[src/rtl/tick_uart_pkg.sv]
`timescale 1ns/1ps
package tick_uart_pkg;
  localparam int REG_W = 8;
  localparam logic [1:0] MODE_ASYNC8 = 2'b01;
  localparam int MODE_HI = 7;
  localparam int MODE_LO = 6;
  localparam int RXEN_BIT = 4;
  localparam int DBL_BIT = 2;
  localparam int TXDONE_BIT = 1;
  localparam int RXDONE_BIT = 0;

  typedef enum logic [2:0] {
    RX_IDLE, RX_START, RX_DATA, RX_STOP, RX_BREAK
  } rxState_t;

  typedef struct packed {
    logic subTick;
    logic txLoad;
    logic txShift;
    logic txDoneSet;
    logic rxSample;
    logic rxCommit;
  } uartStrobe_t;
endpackage

[src/rtl/tick_uart_ctrl.sv]
`timescale 1ns/1ps
module tick_uart_ctrl
  import tick_uart_pkg::*;
#(
  parameter int DATA_W = 8,
  parameter int SUBS = 16
) (
  input  logic        clk,
  input  logic        rstN,
  input  logic        tick,
  input  logic        dataWr,
  input  logic        modeOk,
  input  logic        rxEn,
  input  logic        dblRate,
  input  logic        rxDoneFlag,
  input  logic        rxLine,
  input  logic        rxMaj,
  output uartStrobe_t strobe,
  output logic        txBusy,
  output rxState_t    rxState
);
  localparam int FRAME_BITS = DATA_W + 2;
  localparam int SUB_W = $clog2(SUBS);
  localparam int BIT_W = $clog2(FRAME_BITS);
  localparam int DBIT_W = $clog2(DATA_W);
  localparam int MID = SUBS / 2 + 1;

  logic preHalf;
  logic subTick;
  always_ff @(posedge clk or negedge rstN) begin
    if (!rstN) preHalf <= 1'b0;
    else if (tick) preHalf <= ~preHalf;
  end
  assign subTick = tick & (dblRate | preHalf);

  // transmit sequencing
  logic [SUB_W-1:0] txSub;
  logic [BIT_W-1:0] txBit;
  logic txStart, txBitEnd, txLast;
  assign txStart  = dataWr & modeOk & ~txBusy;
  assign txBitEnd = txBusy & subTick & (txSub == SUB_W'(SUBS - 1));
  assign txLast   = txBitEnd & (txBit == BIT_W'(FRAME_BITS - 1));

  always_ff @(posedge clk or negedge rstN) begin
    if (!rstN) begin
      txBusy <= 1'b0;
      txSub  <= '0;
      txBit  <= '0;
    end else if (txStart) begin
      txBusy <= 1'b1;
      txSub  <= '0;
      txBit  <= '0;
    end else if (txBusy && subTick) begin
      txSub <= txBitEnd ? '0 : txSub + 1'b1;
      if (txBitEnd) txBit <= txBit + 1'b1;
      if (txLast) txBusy <= 1'b0;
    end
  end

  // receive sequencing
  logic [SUB_W-1:0] rxSub;
  logic [DBIT_W-1:0] rxBit;
  logic rxActive, rxMid, rxEnd;
  logic [SUB_W-1:0] rxSubNext;
  assign rxActive  = modeOk & rxEn;
  assign rxMid     = subTick & (rxSub == SUB_W'(MID));
  assign rxEnd     = subTick & (rxSub == SUB_W'(SUBS - 1));
  assign rxSubNext = rxEnd ? '0 : rxSub + 1'b1;

  always_ff @(posedge clk or negedge rstN) begin
    if (!rstN) begin
      rxState <= RX_IDLE;
      rxSub   <= '0;
      rxBit   <= '0;
    end else begin
      case (rxState)
        RX_IDLE: begin
          if (subTick && rxActive && !rxLine) begin
            rxState <= RX_START;
            rxSub   <= SUB_W'(1);
          end
        end
        RX_START: begin
          if (subTick) rxSub <= rxSubNext;
          if (rxMid && rxMaj) rxState <= RX_IDLE;
          else if (rxEnd) begin
            rxState <= RX_DATA;
            rxBit   <= '0;
          end
        end
        RX_DATA: begin
          if (subTick) rxSub <= rxSubNext;
          if (rxEnd) begin
            rxBit <= rxBit + 1'b1;
            if (rxBit == DBIT_W'(DATA_W - 1)) rxState <= RX_STOP;
          end
        end
        RX_STOP: begin
          if (subTick) rxSub <= rxSubNext;
          if (rxMid) rxState <= rxMaj ? RX_IDLE : RX_BREAK;
        end
        RX_BREAK: begin
          if (rxLine) rxState <= RX_IDLE;
        end
        default: rxState <= RX_IDLE;
      endcase
    end
  end

  always_comb begin
    strobe.subTick   = subTick;
    strobe.txLoad    = txStart;
    strobe.txShift   = txBitEnd;
    strobe.txDoneSet = txLast;
    strobe.rxSample  = (rxState == RX_DATA) & rxMid;
    strobe.rxCommit  = (rxState == RX_STOP) & rxMid & rxMaj & ~rxDoneFlag;
  end
endmodule

[src/rtl/tick_uart_dp.sv]
`timescale 1ns/1ps
module tick_uart_dp
  import tick_uart_pkg::*;
#(
  parameter int DATA_W = 8
) (
  input  logic              clk,
  input  logic              rstN,
  input  uartStrobe_t       strobe,
  input  logic              regWrEn,
  input  logic              regSel,
  input  logic [REG_W-1:0]  regWrData,
  output logic [REG_W-1:0]  regRdData,
  input  logic              rxPin,
  output logic              txPin,
  output logic              irq,
  output logic              modeOk,
  output logic              rxEn,
  output logic              dblRate,
  output logic              txDoneFlag,
  output logic              rxDoneFlag,
  output logic              rxLine,
  output logic              rxMaj,
  output logic [DATA_W-1:0] rxBuf
);
  localparam int FRAME_BITS = DATA_W + 2;

  logic ctrlWr;
  logic [REG_W-1:2] ctrlHi;
  assign ctrlWr = regWrEn & regSel;

  always_ff @(posedge clk or negedge rstN) begin
    if (!rstN) begin
      ctrlHi     <= '0;
      txDoneFlag <= 1'b0;
      rxDoneFlag <= 1'b0;
    end else begin
      if (ctrlWr) ctrlHi <= regWrData[REG_W-1:2];
      if (strobe.txDoneSet) txDoneFlag <= 1'b1;
      else if (ctrlWr) txDoneFlag <= regWrData[TXDONE_BIT];
      if (strobe.rxCommit) rxDoneFlag <= 1'b1;
      else if (ctrlWr) rxDoneFlag <= regWrData[RXDONE_BIT];
    end
  end

  assign modeOk  = (ctrlHi[MODE_HI:MODE_LO] == MODE_ASYNC8);
  assign rxEn    = ctrlHi[RXEN_BIT];
  assign dblRate = ctrlHi[DBL_BIT];
  assign irq     = txDoneFlag | rxDoneFlag;

  // line synchroniser and 3-sample history
  logic [1:0] rxSync;
  logic [1:0] hist;
  always_ff @(posedge clk or negedge rstN) begin
    if (!rstN) begin
      rxSync <= 2'b11;
      hist   <= 2'b11;
    end else begin
      rxSync <= {rxSync[0], rxPin};
      if (strobe.subTick) hist <= {hist[0], rxSync[1]};
    end
  end
  assign rxLine = rxSync[1];
  assign rxMaj  = (hist[1] & hist[0]) | (hist[1] & rxLine) | (hist[0] & rxLine);

  logic [DATA_W-1:0] rxShreg;
  always_ff @(posedge clk or negedge rstN) begin
    if (!rstN) begin
      rxShreg <= '0;
      rxBuf   <= '0;
    end else begin
      if (strobe.rxSample) rxShreg <= {rxMaj, rxShreg[DATA_W-1:1]};
      if (strobe.rxCommit) rxBuf <= rxShreg;
    end
  end

  logic [FRAME_BITS-1:0] txShreg;
  always_ff @(posedge clk or negedge rstN) begin
    if (!rstN) txShreg <= '1;
    else if (strobe.txLoad) txShreg <= {1'b1, regWrData[DATA_W-1:0], 1'b0};
    else if (strobe.txShift) txShreg <= {1'b1, txShreg[FRAME_BITS-1:1]};
  end
  assign txPin = txShreg[0];

  assign regRdData = regSel ? {ctrlHi, txDoneFlag, rxDoneFlag} : rxBuf;
endmodule

[src/rtl/tick_uart.sv]
`timescale 1ns/1ps
module tick_uart
  import tick_uart_pkg::*;
#(
  parameter int DATA_W = 8,
  parameter int SUBS = 16
) (
  input  logic       clk,
  input  logic       rstN,
  input  logic       tick,
  input  logic       regWrEn,
  input  logic       regSel,
  input  logic [7:0] regWrData,
  output logic [7:0] regRdData,
  input  logic       rxPin,
  output logic       txPin,
  output logic       irq
);
  uartStrobe_t strobe;
  rxState_t rxState;
  logic txBusy, modeOk, rxEn, dblRate, txDoneFlag, rxDoneFlag, rxLine, rxMaj;
  logic [DATA_W-1:0] rxBuf;
  logic dataWr;
  assign dataWr = regWrEn & ~regSel;

  tick_uart_ctrl #(.DATA_W(DATA_W), .SUBS(SUBS)) ctrl_i (
    .clk(clk), .rstN(rstN), .tick(tick), .dataWr(dataWr), .modeOk(modeOk),
    .rxEn(rxEn), .dblRate(dblRate), .rxDoneFlag(rxDoneFlag), .rxLine(rxLine),
    .rxMaj(rxMaj), .strobe(strobe), .txBusy(txBusy), .rxState(rxState)
  );

  tick_uart_dp #(.DATA_W(DATA_W)) dp_i (
    .clk(clk), .rstN(rstN), .strobe(strobe), .regWrEn(regWrEn), .regSel(regSel),
    .regWrData(regWrData), .regRdData(regRdData), .rxPin(rxPin), .txPin(txPin),
    .irq(irq), .modeOk(modeOk), .rxEn(rxEn), .dblRate(dblRate),
    .txDoneFlag(txDoneFlag), .rxDoneFlag(rxDoneFlag), .rxLine(rxLine),
    .rxMaj(rxMaj), .rxBuf(rxBuf)
  );
endmodule

[config.mk]
export PLATFORM = sky130hd
export DESIGN_NAME = tick_uart
export DESIGN_NICKNAME = d
export VERILOG_FILES = /design/src/rtl/tick_uart_pkg.sv /design/src/rtl/tick_uart_ctrl.sv /design/src/rtl/tick_uart_dp.sv /design/src/rtl/tick_uart.sv
export SDC_FILE = /design/constraint.sdc
export NUM_CORES = 1
export LEC_CHECK = 0
export ABC_AREA = 1
export BUFFER_PORTS_ARGS = -buffer_cell sky130_fd_sc_hd__buf_2
export CAP_MARGIN = 15
export CORE_MARGIN = 2
export CORE_UTILIZATION = 60
export CTS_BUF_LIST = sky130_fd_sc_hd__clkbuf_8
export CTS_CLUSTER_DIAMETER = 150
export DETAILED_ROUTE_END_ITERATION = 8
export GPL_ROUTABILITY_DRIVEN = 0
export GPL_TIMING_DRIVEN = 1
export PLACE_DENSITY_LB_ADDON = 0.3
export REMOVE_ABC_BUFFERS = 1
export SLEW_MARGIN = 30
export SYNTH_ARGS = -nofsm -noshare
export SYNTH_HDL_FRONTEND = slang
export SYNTH_SLANG_ARGS = --single-unit
[constraint.sdc]
create_clock -name clk -period 3.3 [get_ports clk]
set_clock_uncertainty 0.15 [all_clocks]
set_input_delay 0.165 -clock clk [delete_from_list [all_inputs] [get_ports clk]]
set_output_delay 0.165 -clock clk [all_outputs]
set_load 0.01 [all_outputs]
==> results of run 1 <==
[flip-flops by register name (all words and copies together), names as in the netlist]
signal / cells
dp_i.txShreg: 9
dp_i.rxBuf: 8
dp_i.rxShreg: 8
dp_i.ctrlHi: 6
ctrl_i.rxSub: 4
ctrl_i.txBit: 4
ctrl_i.txSub: 4
ctrl_i.rxBit: 3
ctrl_i.rxState: 3
dp_i.hist: 2
dp_i.rxSync: 2
ctrl_i.preHalf: 1
ctrl_i.txBusy: 1
dp_i.rxDoneFlag: 1
dp_i.txDoneFlag: 1
[report_power, final]
part	total, mW	internal (mW)	switching (mW)
logic	0.527	0.201	0.327
clock network	0.540	0.263	0.277
registers	1.03	0.913	0.114
[final cells by class]
| cell class | count | share of cell area [%] |
|---|---|---|
| Sequential cell | 57 | 45.0 |
| Clock inverter | 7 | 1.21 |
| Multi-Input combinational cell | 205 | 35.9 |
| Tap cell | 52 | 2.03 |
| Clock buffer | 9 | 3.87 |
| Timing Repair Buffer | 35 | 7.27 |
| Inverter | 40 | 4.69 |
[layout by cell type (no fill, tap or decap), drive strengths merged, types with 7 or more instances in the layout]
cell	count
nor2	23
inv	41
dfrtp	44
nand3	23
a21oi	14
dlygate4sd3	11
dfstp	13
ha	7
clkbuf	9
o21ai	35
nand2	78
buf	24
[stage by stage]
step                      setup slack [ps]  cells  total power [mW]  hold slack, ps  utilization (%)
final                                 1600    405              2.10             221             72.6
after detailed placement              1580    378              1.56             122             66.4
after floorplan                       1760    302              1.40            -281                -
after global routing                  1390    405              2.25             221             72.6
after CTS                             1580    405              2.11             226             72.6
after global placement                1640    378              1.52             115             66.4
[worst paths after layout]
check	start	end	slack, ps
max in group asynchronous	rstN	dp_i.txShreg[8]$_DFFE_PN1P_	1900
worst max register to register	ctrl_i.rxSub[1]$_DFFE_PN0P_	ctrl_i.rxState[1]$_DFFE_PN0P_	1600
worst max-delay path	ctrl_i.rxSub[1]$_DFFE_PN0P_	ctrl_i.rxState[1]$_DFFE_PN0P_	1600
min in group asynchronous	rstN	ctrl_i.txSub[2]$_DFFE_PN0P_	260
worst min register to register	dp_i.rxSync[0]$_DFF_PN1_	dp_i.rxSync[1]$_DFF_PN1_	220
worst min-delay path	dp_i.rxSync[0]$_DFF_PN1_	dp_i.rxSync[1]$_DFF_PN1_	220
[logic make-up after synthesis]
| logic type | synth area share, % |
|---|---|
| simple gates | 23.1 |
| mux | 2.02 |
| flops | 51.8 |
| buf+inv | 6.92 |
| compound gates | 11.8 |
| fa+ha+maj | 3.14 |
| xor+xnor | 1.26 |
[routing by layer]
metal,vias to the layer above,global-route usage [%]
met5,-,0
met4,0,12.6
met3,11,5.42
met2,41,37.1
met1,999,33.3
li1,1079,-
[cells in the mapped netlist]
master    instances  share of area [%]
nand3_2           1               0.36
buf_6             2               0.81
buf_4             1               0.27
dfrtp_1          44                 40
ha_1              7                3.1
nor3_1            2               0.36
nand4_1           1               0.22
o21ai_1           6                1.1
inv_2             5               0.67
nor2_4            3                1.2
nor4_1            1               0.22
clkbuf_1          2               0.27
nand3_1          21                3.8
nand3b_1          1               0.27
nand2_4           1               0.40
nor3b_2           1               0.45
mux2_2            5                2.0
nand3b_4          1               0.72
xor2_1            4                1.3
nand2_2           5                1.1
o21ai_2           9                2.8
a31oi_1           1               0.22
o21ai_0          20                3.6
o22ai_1           2               0.45
nor2_1           19                2.6
a21oi_1          14                2.5
dfstp_2          13                 12
nand3_4           1               0.63
nand2_1          72                9.7
o211ai_1          4                1.1
nor3b_1           1               0.27
inv_1            35                4.7
nor2_2            1               0.22
nor3_4            1               0.58
buf_2             1               0.18
[repair_timing]
action | in CTS | in global routing
hold buffers | 11 | 0
buffers inserted | 0 | 0
hold endpoints to repair | 44 | 0
==> flow_summary.yaml, run 1 <==
floorplanning:
  die_area_um2: 5200
  initial_core_util_pct: 63.1
  io_pins: 24
  core_area_um2: 4410
  rows: 24
  die_w_um: 72.1
  die_h_um: 72.1
setup_path:
  critPathBufInv: 1
  crit_top_cell: "nand2_1"
  cp-start-kind: "register"
  cp_max_fo: 4
  cp.required_ps: 3370
  worst-path-stages: 11
  reg2reg_depth: 11
  path_cells: "inv_1 -> ha_1 -> nand2_1 -> nor2_1 -> nand2_1 -> nand2_1 -> nand2_2 -> nor2_4 -> nand2_1 -> nand2_1 -> nand2_1"
  critical_path.top_delay_family: "simple AND/OR/NAND/NOR gates"
  critPathSlowestCell: "dfrtp_1"
  crit_path_end_kind: "register"
  cpPeakStageDelay_ps: 390
  critical_path_class: "register to register"
  worstPathArrival_ps: 1780
route:
  via_count: 2130
  wl_um: 5430
  antenna_left: 0
  drtIter0Drc: 200
  wl_per_cell_um: 13.4
  vias_per_cell: 5.26
  wl_met3_um: 196
  wl_met1_um: 2630
  met2_length_um: 2500
  highest_layer: "met4"
  drc: 0
  first_pass_iters: 4
cells_and_area:
  fill_cells: 336
  fin_area_um2: 3200
  layout-drive-gt1-share_pct: 24.4
  seqCellArea_um2: 1440
  n_antenna_cell: 0
  final_nets: 369
  area_growth_pct: 15.0
  multi_input_area_um2: 1150
sta:
  setup_viol: 0
  final_hold_viol_count: 0
  rsz0062_at_grt: "no"
  fmax_mhz: 588
  min_period_ps: 1700
  worst_slew_pin_slew_ps: 711
  slew_headroom_pct: 52.6
  setup-tns-final_ps: 0
  finalCritPeriodShare_pct: 51.6
  slew_violations: 0
synth:
  netlist_area_um2: 2790
  yosysWarnings: 0
  ys_seq_area_share_pct: 51.8
  synth_area_per_cell_um2: 9.04
  synth_cells: 308
  synthDistinctLibCells: 35
  ys_seq_elements: 57
clocking:
  cts_tree: "done"
  clock-sinks: 57
  insertion_delay_ps: 340
  cts_root_buf: "clkbuf_8"
  numCtsBuffers: 9
  htree_levels: 3
  cts_buffer_depth: 2
  clkTransAtPathRegs_ps: 60
  ctsResizeCount: 0
power_and_ir_drop:
  leakage_nw: 1.59
  peakVddDrop_v: 0.000523
  power_density_nw_per_um2: 654
global_route:
  grt_max_degree: 34
  grt_usage_pct: 24.5
  grt_remaining_overflow: 0
  grt_pass1_wl_um: 9520
  grt_pass1_vias: 2104
  antenna_found_initial: 0
worst_hold_path:
  worstHoldPathType: "register to register"
  min_path_cells: 0
run_status:
  outcome: "finished, final reports clean"
place:
  placed_cell_area_um2: 2930
  dp_hpwl_um: 3850
  portBuffers: 23
flow_run:
  drv_cap: 0
(Power assumes the default switching activity.)
==> run 2: changes to the inputs <==
ABC_AREA = 0   (was 1)
CORE_UTILIZATION = 55   (was 60)
clock period = 1.5 ns   (was 3.3 ns; I/O delays follow)
==> flow_summary.yaml, run 2 <==
sta:
  setup_viol: 44
  slew_headroom_pct: 76.6
  slew_violations: 0
  min_period_ps: 2130
  final_hold_viol_count: 0
  setup_ws_ps: -630
  finalCritPeriodShare_pct: 142
  rsz0062_at_grt: "yes"
  fmax_mhz: 469
  worst_slew_pin_slew_ps: 350
route:
  antenna_left: 0
  drtIter0Drc: 200
  wl_um: 8290
  first_pass_iters: 5
  vias_per_cell: 6.01
  via_count: 2360
  drc: 0
  wl_per_cell_um: 21.1
synth:
  ys_seq_elements: 57
  synth_area_leader_cell: "dfrtp_1"
  netlist_area_um2: 2700
  yosysWarnings: 0
  synth_edf_count: 0
  synth_common_cells: "dfrtp_1, mux2_2, nand2_1, nor2_1, dfstp_2"
  yosysTopAreaCellShare_pct: 40.8
  synth_most_common_cell: "dfrtp_1"
  ys.flop_type: "dfrtp_1"
  netlist_top_cells_area: "dfrtp_1, mux2_2, dfstp_2, ha_1, nand2_1"
  synth_area_per_cell_um2: 11.8
  ys_seq_area_share_pct: 53.4
  async_flop_share_pct: 100
  synth_cells: 229
  synthDistinctLibCells: 42
global_route:
  grt_remaining_overflow: 0
  grt_pass1_vias: 2352
  grt_usage_pct: 28.4
  grt_pass1_wl_um: 11400
  antenna_found_initial: 0
  grt_max_degree: 58
setup_path:
  cp-start-kind: "register"
  critical_path_class: "register to register"
  cp.required_ps: 1570
  rr_startpoint: "ctrl_i.rxSub[1]$_DFFE_PN0P_"
  r2r_slack_ps: -630
  reg2reg_depth: 7
  r2r_end: "dp_i.rxShreg[5]$_DFFE_PN0P_"
  cp_max_fo: 8
  crit_path_end_kind: "register"
  worstPathArrival_ps: 2200
run_status:
  outcome: "finished, violations left"
  violations: "negative setup slack"
floorplanning:
  die_area_um2: 5490
  initial_core_util_pct: 57.2
  core_area_um2: 4720
  die_w_um: 74.1
  io_pins: 24
  rows: 25
  die_h_um: 74.1
power_and_ir_drop:
  power_density_nw_per_um2: 1540
  leakage_nw: 1.85
  finalPower_mw: 6.24
  peakVddDrop_v: 0.000981
cells_and_area:
  largest_register_ffs: 9
  final_cell_mix: "dfrtp_1, buf_4, buf_6"
  final_nets: 342
  layout-drive-gt1-share_pct: 58.9
  top_register: "dp_i.txShreg"
  area_growth_pct: 50.2
  final_common_cell: "dfrtp_1"
  n_antenna_cell: 0
  layout.cells.non_filler: 393
  top_regs: "dp_i.txShreg: 9 flops, dp_i.rxBuf: 8 flops, dp_i.rxShreg: 8 flops"
clocking:
  cts_buffer_depth: 2
  numCtsBuffers: 9
  insertion_delay_ps: 340
  clkTransAtPathRegs_ps: 70
  cts_root_buf: "clkbuf_8"
  htree_levels: 3
  cts_tree: "done"
  clock-sinks: 57
worst_hold_path:
  worstHoldPathType: "input port to asynchronous set/reset pin"
flow_run:
  drv_cap: 0
place:
  post-place-ws_ps: -615
  dp_cells: 350
  dp_hpwl_um: 3930
  portBuffers: 23
[run 2: cell types whose count changed after synthesis, moves of 9 or more]
cell	before	now
o21ai_2	9	0
inv_1	35	5
nand2_1	72	19
o21ai_0	20	9
mux2_2	5	32
a21oi_1	14	4
nand3_1	21	9
[run 2: cell families (layout without fill, tap and decap cells)]
kind of cell               after synthesis  in the layout  share of synthesized area, %
DFF                                     57             57                          53.4
AOI/OAI and AO/OA                       35             35                          9.55
and+or+nand+nor                         75             75                          15.7
xor gates and xnor gates                 7              7                          2.27
muxes                                   32             32                          13.3
buffers and inverters                   15            112                          2.13
adders and majority gates                8              8                          3.61
[run 2: stage by stage]
step | setup TNS (ps) | utilization (%) | area, um2 | hold WS [ps]
final | -14780 | 85.9 | 4060 | 110
after global routing | -16980 | 85.9 | 4060 | 141
after CTS | -11430 | 80.7 | 3810 | 86.6
after detailed placement | -14090 | 67.6 | 3190 | -50.6
after global placement | -12670 | 67.6 | 3190 | -52.9
after floorplan | -16170 | - | 2660 | -371
[run 2: worst max path at each step]
stage | from | endpoint | cells past startpoint
6_report | ctrl_i.rxSub[1]$_DFFE_PN0P_ | dp_i.rxShreg[5]$_DFFE_PN0P_ | 7
3_5_place_dp | ctrl_i.rxSub[1]$_DFFE_PN0P_ | dp_i.rxBuf[4]$_DFFE_PN0P_ | 7
2_1_floorplan | ctrl_i.preHalf$_DFFE_PN0P_ | dp_i.rxBuf[0]$_DFFE_PN0P_ | 4
4_1_cts | ctrl_i.rxSub[1]$_DFFE_PN0P_ | dp_i.rxBuf[3]$_DFFE_PN0P_ | 7
5_1_grt | ctrl_i.rxSub[1]$_DFFE_PN0P_ | dp_i.rxBuf[6]$_DFFE_PN0P_ | 7
3_3_place_gp | ctrl_i.rxSub[1]$_DFFE_PN0P_ | dp_i.rxBuf[3]$_DFFE_PN0P_ | 7
[run 2: power by group]
part	leakage (nW)	internal, mW	switching (mW)	total (mW)
clock	0.0836	0.579	0.649	1.23
combinational	1.07	1.39	1.25	2.64
sequential	0.696	2.01	0.364	2.37
total	1.85	3.97	2.26	6.24
[run 2: metal layers]
metal | GRT usage [%] | wire length (um) | vias up
met1 | 35.1 | 3530 | 1225
met4 | 13.5 | 253 | 0
met5 | 0 | 0 | -
met2 | 45.6 | 4110 | 88
li1 | - | - | 1023
met3 | 8.67 | 395 | 24
[run 2: repair_timing]
action,in CTS,in global routing
pin swaps,25,28
hold buffers,12,0
endpoints found under the setup margin,48,48
setup buffers,5,17
gates resized for setup,76,41
endpoints found under the hold margin,75,0
cloned,0,1
[run 2: worst max-delay path, cell delays in order, from the launching register on]
cell     delay [ps]
dfrtp_1         380
inv_1            60
ha_1            140
nand2_1          80
or3_4           380
nor4b_4         300
buf_6           200
mux2_4          310
[run 2: cell type report]
class	instances	area, um2
timing repair buffer	91	779
sequential	57	1440
clock buffer	9	124
inverter	5	18.8
multi-input combinational	157	1570
clock inverter	7	40.0
tap	67	83.8
fill	192	668
==> run 3: changes to the inputs <==
HOLD_SLACK_MARGIN = 0.08   (was default)
PLACE_DENSITY = 0.84   (was default)
PLACE_DENSITY_LB_ADDON = default   (was 0.3)
==> flow_summary.yaml, run 3 (synthesis gave the netlist of run 2 again) <==
sta:
  slew_headroom_pct: 74.9
  finalCritPeriodShare_pct: 142
  setup-tns-final_ps: -14190
  fmax_mhz: 470
  final_hold_viol_count: 0
  worst_slew_pin_slew_ps: 376
  slew_violations: 0
  rsz0062_at_grt: "yes"
  setup_viol: 44
  min_period_ps: 2130
  setup_ws_ps: -628
floorplanning:
  die_h_um: 74.1
  initial_core_util_pct: 57.2
  io_pins: 24
  core_area_um2: 4720
  die_w_um: 74.1
  rows: 25
  die_area_um2: 5490
global_route:
  grt_max_degree: 58
  antenna_found_initial: 0
  grt_usage_pct: 31.2
  grt_pass1_vias: 2361
  grt_remaining_overflow: 0
  grt_pass1_wl_um: 12200
cells_and_area:
  final_cell_mix: "dfrtp_1, buf_4, buf_2"
  final_common_cell: "dfrtp_1"
  utilization_pct: 83.9
  fill_cells: 210
  top_regs: "dp_i.txShreg: 9 flops, dp_i.rxBuf: 8 flops, dp_i.rxShreg: 8 flops"
  final_nets: 340
  layout.cells.non_filler: 391
  largest_register_ffs: 9
  area_growth_pct: 46.7
  top_register: "dp_i.txShreg"
  n_antenna_cell: 0
  layout-drive-gt1-share_pct: 55.2
clocking:
  clkTransAtPathRegs_ps: 70
  insertion_delay_ps: 350
  cts_buffer_depth: 2
  clock-sinks: 57
  numCtsBuffers: 9
  htree_levels: 3
  cts_root_buf: "clkbuf_8"
  cts_tree: "done"
setup_path:
  critical_path_class: "register to register"
  cp-start-kind: "register"
  worstPathArrival_ps: 2200
  cp_max_fo: 4
  crit_path_end_kind: "register"
  cp.required_ps: 1570
place:
  portBuffers: 23
  dp_cells: 346
  post-place-ws_ps: -626
  dp_hpwl_um: 4000
power_and_ir_drop:
  power_density_nw_per_um2: 1510
  finalPower_mw: 5.97
  peakVddDrop_v: 0.00112
  leakage_nw: 1.81
flow_run:
  drv_cap: 0
worst_hold_path:
  worstHoldPathType: "input port to register"
route:
  wl_um: 7990
  via_count: 2314
  antenna_left: 0
  first_pass_iters: 5
  drtIter0Drc: 244
  wl_per_cell_um: 20.4
  drc: 0
  vias_per_cell: 5.92
run_status:
  violations: "negative setup slack"
  outcome: "finished, violations left"
## run 3: cell count changes in the layout (fill, tap and decap cells not counted), sizes merged
cell,previous run,this run
inv,7,8
dlygate4sd3,12,13
clkbuf,9,10
clkinvlp,3,1
buf,79,76
## run 3: cell type report
cell class	count	area, um2	area share [%]
flip-flops and latches	57	1450	36.5
repair buffers	89	746	18.8
multi-input cells	157	1500	37.9
clock inverters	6	28.8	0.726
clock buffers	10	138	3.47
well taps	67	83.8	2.12
inverters	5	18.8	0.474
## run 3: what timing repair did
item | in CTS | in global routing
pin swaps | 33 | 17
endpoints found under the setup margin | 47 | 50
endpoints found under the hold margin | 75 | 0
gates resized for setup | 76 | 21
setup buffers | 10 | 10
hold buffers | 13 | 0
gates cloned | 2 | 0
## run 3: power breakdown
part	switching [mW]	internal [mW]
Clock	0.645	0.620
Sequential	0.325	2.00
Combinational	1.11	1.27
Total	2.08	3.89
## run 3: per-layer routing
metal	share of wire (%)	global-route usage, %	vias up
met5	0	0	-
met4	2.5	14.1	0
met3	6.3	7.45	20
met2	52	52.0	108
met1	39	38.6	1163
li1	-	-	1023
## run 3: final timing paths
path	from	endpoint	slack, ps	cells after the start
max reg2reg	ctrl_i.rxSub[1]$_DFFE_PN0P_	dp_i.rxBuf[6]$_DFFE_PN0P_	-630	7
max in group asynchronous	rstN	dp_i.txShreg[4]$_DFFE_PN1P_	790	3
min in group asynchronous	rstN	ctrl_i.rxState[1]$_DFFE_PN0P_	110	3
min reg2reg	dp_i.rxSync[0]$_DFF_PN1_	dp_i.rxSync[1]$_DFF_PN1_	200	0
max	ctrl_i.rxSub[1]$_DFFE_PN0P_	dp_i.rxBuf[6]$_DFFE_PN0P_	-630	7
min	tick	ctrl_i.rxSub[1]$_DFFE_PN0P_	60	4
## run 3: critical path: stages (launching register included)
cell     delay [ps]
dfrtp_1         390
inv_1            60
ha_1            140
nand2_1          70
or3_4           390
nor4b_4         280
buf_4           190
mux2_2          330
## run 3: per-stage QoR
step                hold slack, ps  instance area [um2]
floorplan                     -371                 2660
global placement             -56.6                 3160
detailed placement           -56.2                 3160
CTS                            119                 3850
global route                  99.8                 3960
finish                        63.7                 3960
